<file path="config.mk">
export PLATFORM = sky130hd
export DESIGN_NAME = comma_align_deser
export DESIGN_NICKNAME = d
export VERILOG_FILES = /design/src/rtl/cad_pkg.sv /design/src/rtl/cad_bit_window.sv /design/src/rtl/cad_comma_match.sv /design/src/rtl/cad_char_framer.sv /design/src/rtl/cad_half_pack.sv /design/src/rtl/comma_align_deser.sv
export SDC_FILE = /design/constraint.sdc
export NUM_CORES = 1
export LEC_CHECK = 0
export BUFFER_PORTS_ARGS = -buffer_cell sky130_fd_sc_hd__buf_2
export CAP_MARGIN = 5
export CELL_PAD_IN_SITES_DETAIL_PLACEMENT = 0
export CELL_PAD_IN_SITES_GLOBAL_PLACEMENT = 1
export CORE_MARGIN = 3
export CORE_UTILIZATION = 35
export CTS_CLUSTER_DIAMETER = 60
export DETAILED_ROUTE_END_ITERATION = 10
export PLACE_DENSITY_LB_ADDON = 0.3
export SYNTH_ARGS = -nofsm -noshare
export SYNTH_HDL_FRONTEND = slang
export SYNTH_SLANG_ARGS = --single-unit
</file>
<file path="constraint.sdc">
create_clock -name clk -period 3.7 [get_ports clk]
set_clock_uncertainty 0.1 [all_clocks]
set_input_delay 0.185 -clock clk [delete_from_list [all_inputs] [get_ports clk]]
set_output_delay 0.185 -clock clk [all_outputs]
set_load 0.005 [all_outputs]
</file>
<file path="src/rtl/cad_pkg.sv">
`timescale 1ns/1ps
package cad_pkg;
  typedef enum logic {PH_EVEN = 1'b0, PH_ODD = 1'b1} phase_e;
endpackage

</file>
<file path="src/rtl/cad_bit_window.sv">
`timescale 1ns/1ps
// Shift window: newest bit enters at the top, oldest sits at bit 0.
module cad_bit_window #(
  parameter int W = 10
) (
  input  logic         clk,
  input  logic         rst,
  input  logic         shift_en,
  input  logic         din,
  output logic [W-1:0] win_nxt
);
  logic [W-1:0] win_q;

  for (genvar i = 0; i < W; i++) begin : g_tap
    if (i == W-1) begin : g_top
      assign win_nxt[i] = din;
    end else begin : g_mid
      assign win_nxt[i] = win_q[i+1];
    end
  end

  always_ff @(posedge clk) begin
    if (rst) win_q <= '0;
    else if (shift_en) win_q <= win_nxt;
  end
endmodule

</file>
<file path="src/rtl/cad_comma_match.sv">
`timescale 1ns/1ps
// Bitwise pattern compare on the oldest bits of the window.
module cad_comma_match #(
  parameter int PW = 7,
  parameter logic [PW-1:0] PAT = 7'b1111100
) (
  input  logic          enable,
  input  logic [PW-1:0] win_lo,
  output logic          hit
);
  logic [PW-1:0] eq;

  for (genvar i = 0; i < PW; i++) begin : g_eq
    assign eq[i] = (win_lo[i] == PAT[i]);
  end

  assign hit = enable & (&eq);
endmodule

</file>
<file path="src/rtl/cad_char_framer.sv">
`timescale 1ns/1ps
// Bit counter, phase tracking and registered character outputs.
module cad_char_framer
  import cad_pkg::*;
#(
  parameter int W  = 10,
  parameter int PW = 7,
  parameter logic [PW-1:0] PAT = 7'b1111100
) (
  input  logic         clk,
  input  logic         rst,
  input  logic         bit_en,
  input  logic         align_en,
  input  logic [W-1:0] win_nxt,
  input  logic         hit,
  output logic [W-1:0] char_q,
  output logic         char_stb,
  output logic         char_odd,
  output logic         comma_q
);
  localparam int CW = $clog2(W);
  localparam logic [CW-1:0] LAST = CW'(W-1);

  logic [CW-1:0] cnt;
  phase_e        next_ph;

  always_ff @(posedge clk) begin
    if (rst) begin
      cnt      <= '0;
      next_ph  <= PH_EVEN;
      char_q   <= '0;
      char_stb <= 1'b0;
      char_odd <= 1'b0;
      comma_q  <= 1'b0;
    end else begin
      char_stb <= 1'b0;
      if (bit_en) begin
        if (hit) begin
          char_q   <= win_nxt;
          char_stb <= 1'b1;
          char_odd <= 1'b0;
          comma_q  <= 1'b1;
          cnt      <= '0;
          next_ph  <= PH_ODD;
        end else if (cnt == LAST) begin
          char_q   <= win_nxt;
          char_stb <= 1'b1;
          char_odd <= (next_ph == PH_ODD);
          comma_q  <= 1'b0;
          cnt      <= '0;
          next_ph  <= (next_ph == PH_EVEN) ? PH_ODD : PH_EVEN;
        end else begin
          cnt <= cnt + 1'b1;
        end
      end
    end
  end

  a_r2_cnt_range: assert property (@(posedge clk) disable iff (rst)
    cnt <= LAST);
  a_r2_stb_after_bit: assert property (@(posedge clk) disable iff (rst)
    char_stb |-> $past(bit_en));
  a_r9_flag_needs_enable: assert property (@(posedge clk) disable iff (rst)
    (char_stb && comma_q) |-> $past(align_en));
  a_r7_comma_even: assert property (@(posedge clk) disable iff (rst)
    comma_q |-> !char_odd);
  a_r5_comma_shape: assert property (@(posedge clk) disable iff (rst)
    comma_q |-> (char_q[PW-1:0] == PAT));
endmodule

</file>
<file path="src/rtl/cad_half_pack.sv">
`timescale 1ns/1ps
// Pairs an even character with the following odd one.
module cad_half_pack #(
  parameter int W = 10
) (
  input  logic           clk,
  input  logic           rst,
  input  logic           char_stb,
  input  logic           char_odd,
  input  logic [W-1:0]   char_in,
  output logic [2*W-1:0] half_q,
  output logic           half_stb
);
  logic [W-1:0] even_hold;

  always_ff @(posedge clk) begin
    if (rst) begin
      even_hold <= '0;
      half_q    <= '0;
      half_stb  <= 1'b0;
    end else begin
      half_stb <= 1'b0;
      if (char_stb && !char_odd) even_hold <= char_in;
      if (char_stb && char_odd) begin
        half_q   <= {char_in, even_hold};
        half_stb <= 1'b1;
      end
    end
  end

  a_r4_half_follows_odd: assert property (@(posedge clk) disable iff (rst)
    half_stb |-> $past(char_stb && char_odd));
  a_r4_half_upper: assert property (@(posedge clk) disable iff (rst)
    half_stb |-> (half_q[2*W-1:W] == $past(char_in)));
endmodule

</file>
<file path="src/rtl/comma_align_deser.sv">
`timescale 1ns/1ps
module comma_align_deser #(
  parameter int CHAR_W = 10,
  parameter int PAT_W  = 7,
  parameter logic [PAT_W-1:0] COMMA = 7'b1111100
) (
  input  logic                clk,
  input  logic                rst,
  input  logic                bit_en,
  input  logic                rx_bit,
  input  logic                align_en,
  output logic [CHAR_W-1:0]   char_out,
  output logic                char_stb,
  output logic                char_odd,
  output logic                comma_flag,
  output logic [2*CHAR_W-1:0] half_word,
  output logic                half_stb
);
  logic [CHAR_W-1:0] win_nxt;
  logic              hit;

  cad_bit_window #(.W(CHAR_W)) u_win (
    .clk(clk), .rst(rst), .shift_en(bit_en), .din(rx_bit), .win_nxt(win_nxt)
  );

  cad_comma_match #(.PW(PAT_W), .PAT(COMMA)) u_match (
    .enable(align_en), .win_lo(win_nxt[PAT_W-1:0]), .hit(hit)
  );

  cad_char_framer #(.W(CHAR_W), .PW(PAT_W), .PAT(COMMA)) u_frame (
    .clk(clk), .rst(rst), .bit_en(bit_en), .align_en(align_en),
    .win_nxt(win_nxt), .hit(hit), .char_q(char_out), .char_stb(char_stb),
    .char_odd(char_odd), .comma_q(comma_flag)
  );

  cad_half_pack #(.W(CHAR_W)) u_half (
    .clk(clk), .rst(rst), .char_stb(char_stb), .char_odd(char_odd),
    .char_in(char_out), .half_q(half_word), .half_stb(half_stb)
  );

  a_r10_no_flag_disabled: assert property (@(posedge clk) disable iff (rst)
    (char_stb && !$past(align_en)) |-> !comma_flag);
endmodule

</file>
==> impl_results.md <==
* Pwr dens at 476.7 nW/um2
* Pwr Total at about 1.4 mW
* Nets at 311
* Post_cts resized at 0
* Leakage at 1.169 nW
* RSZ-0062 raised after global routing: no
* CTS Root Buffer Type: clkbuf_8
* Remaining DRCs at 0
* PortBufs at 38
* Detail-routed net length per standard cell at ~15 um
* Multi-input logic area at ~1100 um2
* First-pass GRT wire length at ~9500 um
* Initial core utilization at between 30% and 40%
* Final instance area at about 2800 um2
* Worst min path class: in -> reg
* Seq pwr share at a little under half
* I/O pin cnt at 39
* Critical path data required time at 3820 ps
* Nature of the critical path endpoint: flip-flop
* Yosys synthesis warning count at 0
* ANT nets after route at 0
* Number of DRC markers in iteration 0 at around 230
* Number of global-route vias before repair at roughly 1.9k
* Routed WL at 5792 um
* Setup tns final at 0 ps
* Area growth from synthesis to layout at 17.14%
* Setup ws final at between 1500 and 2000 ps
* Element type at the critical path start: flip-flop
* Synth area leader: dfxtp_1
* DIE HEIGHT at about 90 um
* Post-Synthesis Cells at ~280
* Post-synth EDFFs at 0
* Placed Area at ~2600 um2
* Die Area at between 7000 and 8000 um2
* Internal at 1.072 mW
* Post-Syn Area at 2424 um2
* Initial antenna violation count at 0
* DP Worst Slack at around 1900 ps
* Clk buf depth at 2
* Status: completed
* Vias/cell at 5.425
* Peak VDD IR at roughly 290 uV
* Fin crit share at about half
* Cell variety after synth at just over 40
* CTS clk-pin slew, worst paths at 70 ps
* GRT overflow at 0
* Hold Vio Cnt, Final at 0
* Switching part of the total at about a fifth
* Mean Syn Cell Area at around 8.8 um2
* Critical path's top delay family: compound AO/OA/AOI/OAI gates
* Core area at between 6000 and 7000 um2
* Drt pass-1 iters at 4
* Critical Path Stages at 3
* GRT Resource Usage Total at roughly 16%
* Post-synth top cells: nand2_1, dfxtp_1, a21oi_1
* R2R depth at 3
* Part of the power in combinational logic at 2.7%
* FILL cells at between 600 and 700
* Max FO, Critical Path at 11
* Max frequency at 546.3 MHz
* Register area share after synthesis at between 40% and 50%
* #FFs+latches synth at 58
* Vias post-DR at 2094
* Buf/Inv on CP at 0
* Type of the worst setup path: reg -> reg
* TritonCTS clock tree: built
* Clock sinks at 58
* H-tree depth at 3
* Storage element area at 1161 um2
* Dpl hpwl at approximately 3800 um
* Final count of negative-setup-slack endpoints at 0
* Share of cells above drive strength 1 at ~20%
* Ant diodes at 0
* Number of cells on the worst hold path at 3
* Crit path DAT at about 2000 ps
* Fin. max-slew vios at 0
* Primary FF master, synth: dfxtp_1
* Post-synth top area share at between 40% and 50%
* Max Cap Viol at 0
* Most area-consuming cells after synthesis: dfxtp_1, nand2_1, a21oi_1
* Net Sw Power at around 0.28 mW
* CTS buffer count at 9
* Latest clock arrival within the worst-skew pair at roughly 330 ps
* Rel. slew slack at 52.28%
* Minimum clock period at ~1800 ps
* Row cnt at 29
* CP max stage cell: nand4bb_1
* Power share of the clock group at 50.6%
* Most common cell in the synthesized netlist: nand2_1
* Post-CTS setup buffer count at 0
* WHS at between 10 and 15 ps
* Maximum number of pins on one net before global-route repair at 40
* Die extent in x at approximately 89 um
* Critical path, cell by cell: nand4bb_1 > o2111a_1 > a311o_1
* Gpl congestion at 0.7921
* Net Count, Synth at 283
* Hold buffer count at cts at 0
* Post-synth ARST share at 0%
* Critical Path Max Stage Delay at around 550 ps
* Worst-Margin Slew at 714.1 ps
-- cell families (layout without fill, tap and decap cells) --
kind of cell / Yosys count / after routing / share of synthesized area [%]
AOI/OAI and AO/OA: 64 / 64 / 17.76
muxes: 9 / 9 / 3.717
DFF: 58 / 58 / 47.91
buffers and inverters: 25 / 58 / 5.266
xor gates and xnor gates: 1 / 1 / 0.3614
and+or+nand+nor: 117 / 117 / 23.96
adders and majority gates: 2 / 2 / 1.032
-- through the flow --
stage,utilization [%],std cells
4_1_cts,43.47,386
2_1_floorplan,-,276
6_report,43.47,386
3_5_place_dp,39.83,370
3_3_place_gp,39.83,370
5_1_grt,43.47,386
-- power by group through the flow --
| stage | sequential [mW] | clock, mW | combinational (mW) |
|---|---|---|---|
| 2_1_floorplan | 0.644 | 0 | 0.0300 |
| 3_3_place_gp | 0.645 | 0 | 0.0370 |
| 3_5_place_dp | 0.645 | 0 | 0.0372 |
| 4_1_cts | 0.631 | 0.698 | 0.0372 |
| 5_1_grt | 0.632 | 0.732 | 0.0418 |
| 6_report | 0.631 | 0.685 | 0.0372 |
-- layout make-up --
type / count / area share [%]
clock buffers: 12 / 5.818
inverters: 3 / 0.3967
well taps: 77 / 3.394
flip-flops and latches: 58 / 40.90
clock inverters: 4 / 2.556
repair buffers: 39 / 6.963
multi-input cells: 193 / 39.97
-- path summary, 6_finish.rpt --
check | start | to | slack, ps
hold reg to reg | u_half.half_q[2] | u_half.half_q[2] | 350
setup / recovery | u_win.win_q[2] | u_frame.char_odd | 1870
hold / removal | rx_bit | u_win.win_q[9] | 10
setup reg to reg | u_win.win_q[2] | u_frame.char_odd | 1870
-- cell usage in the layout (no fill, tap or decap), types with 8 or more instances in the layout --
cell type,n
mux2i_1,9
and3b_1,8
buf_2,38
clkbuf_8,12
o2111ai_1,8
nand3_1,18
nor2_1,11
nand2_1,63
dfxtp_1,58
a21oi_1,34
a32oi_1,9
-- worst reg2reg max path: cells and delay by family, from the launching register on --
family	cells	cell delay, ps
AO/OA/AOI/OAI	2	740
flip-flops	1	340
AND/OR/NAND/NOR	1	550
-- metal layers --
metal	global-route usage (%)	part of all wire (%)	wire (um)	vias to the layer above
met5	0	0	0	-
met4	5.277	0.67	39	0
met3	5.346	6.9	397	6
met2	23.04	44	2523	68
met1	21.51	49	2832	973
li1	-	-	-	1047
-- registers in the layout, summed over array words and instances, names as in the netlist --
| name | count |
|---|---|
| u_half.half_q | 20 |
| u_frame.char_q | 10 |
| u_half.even_hold | 10 |
| u_win.win_q | 9 |
| u_frame.cnt | 4 |
| u_frame.char_odd | 1 |
| u_frame.char_stb | 1 |
| u_frame.comma_q | 1 |
| u_frame.next_ph | 1 |
| u_half.half_stb | 1 |
(Power assumes the default switching activity.)
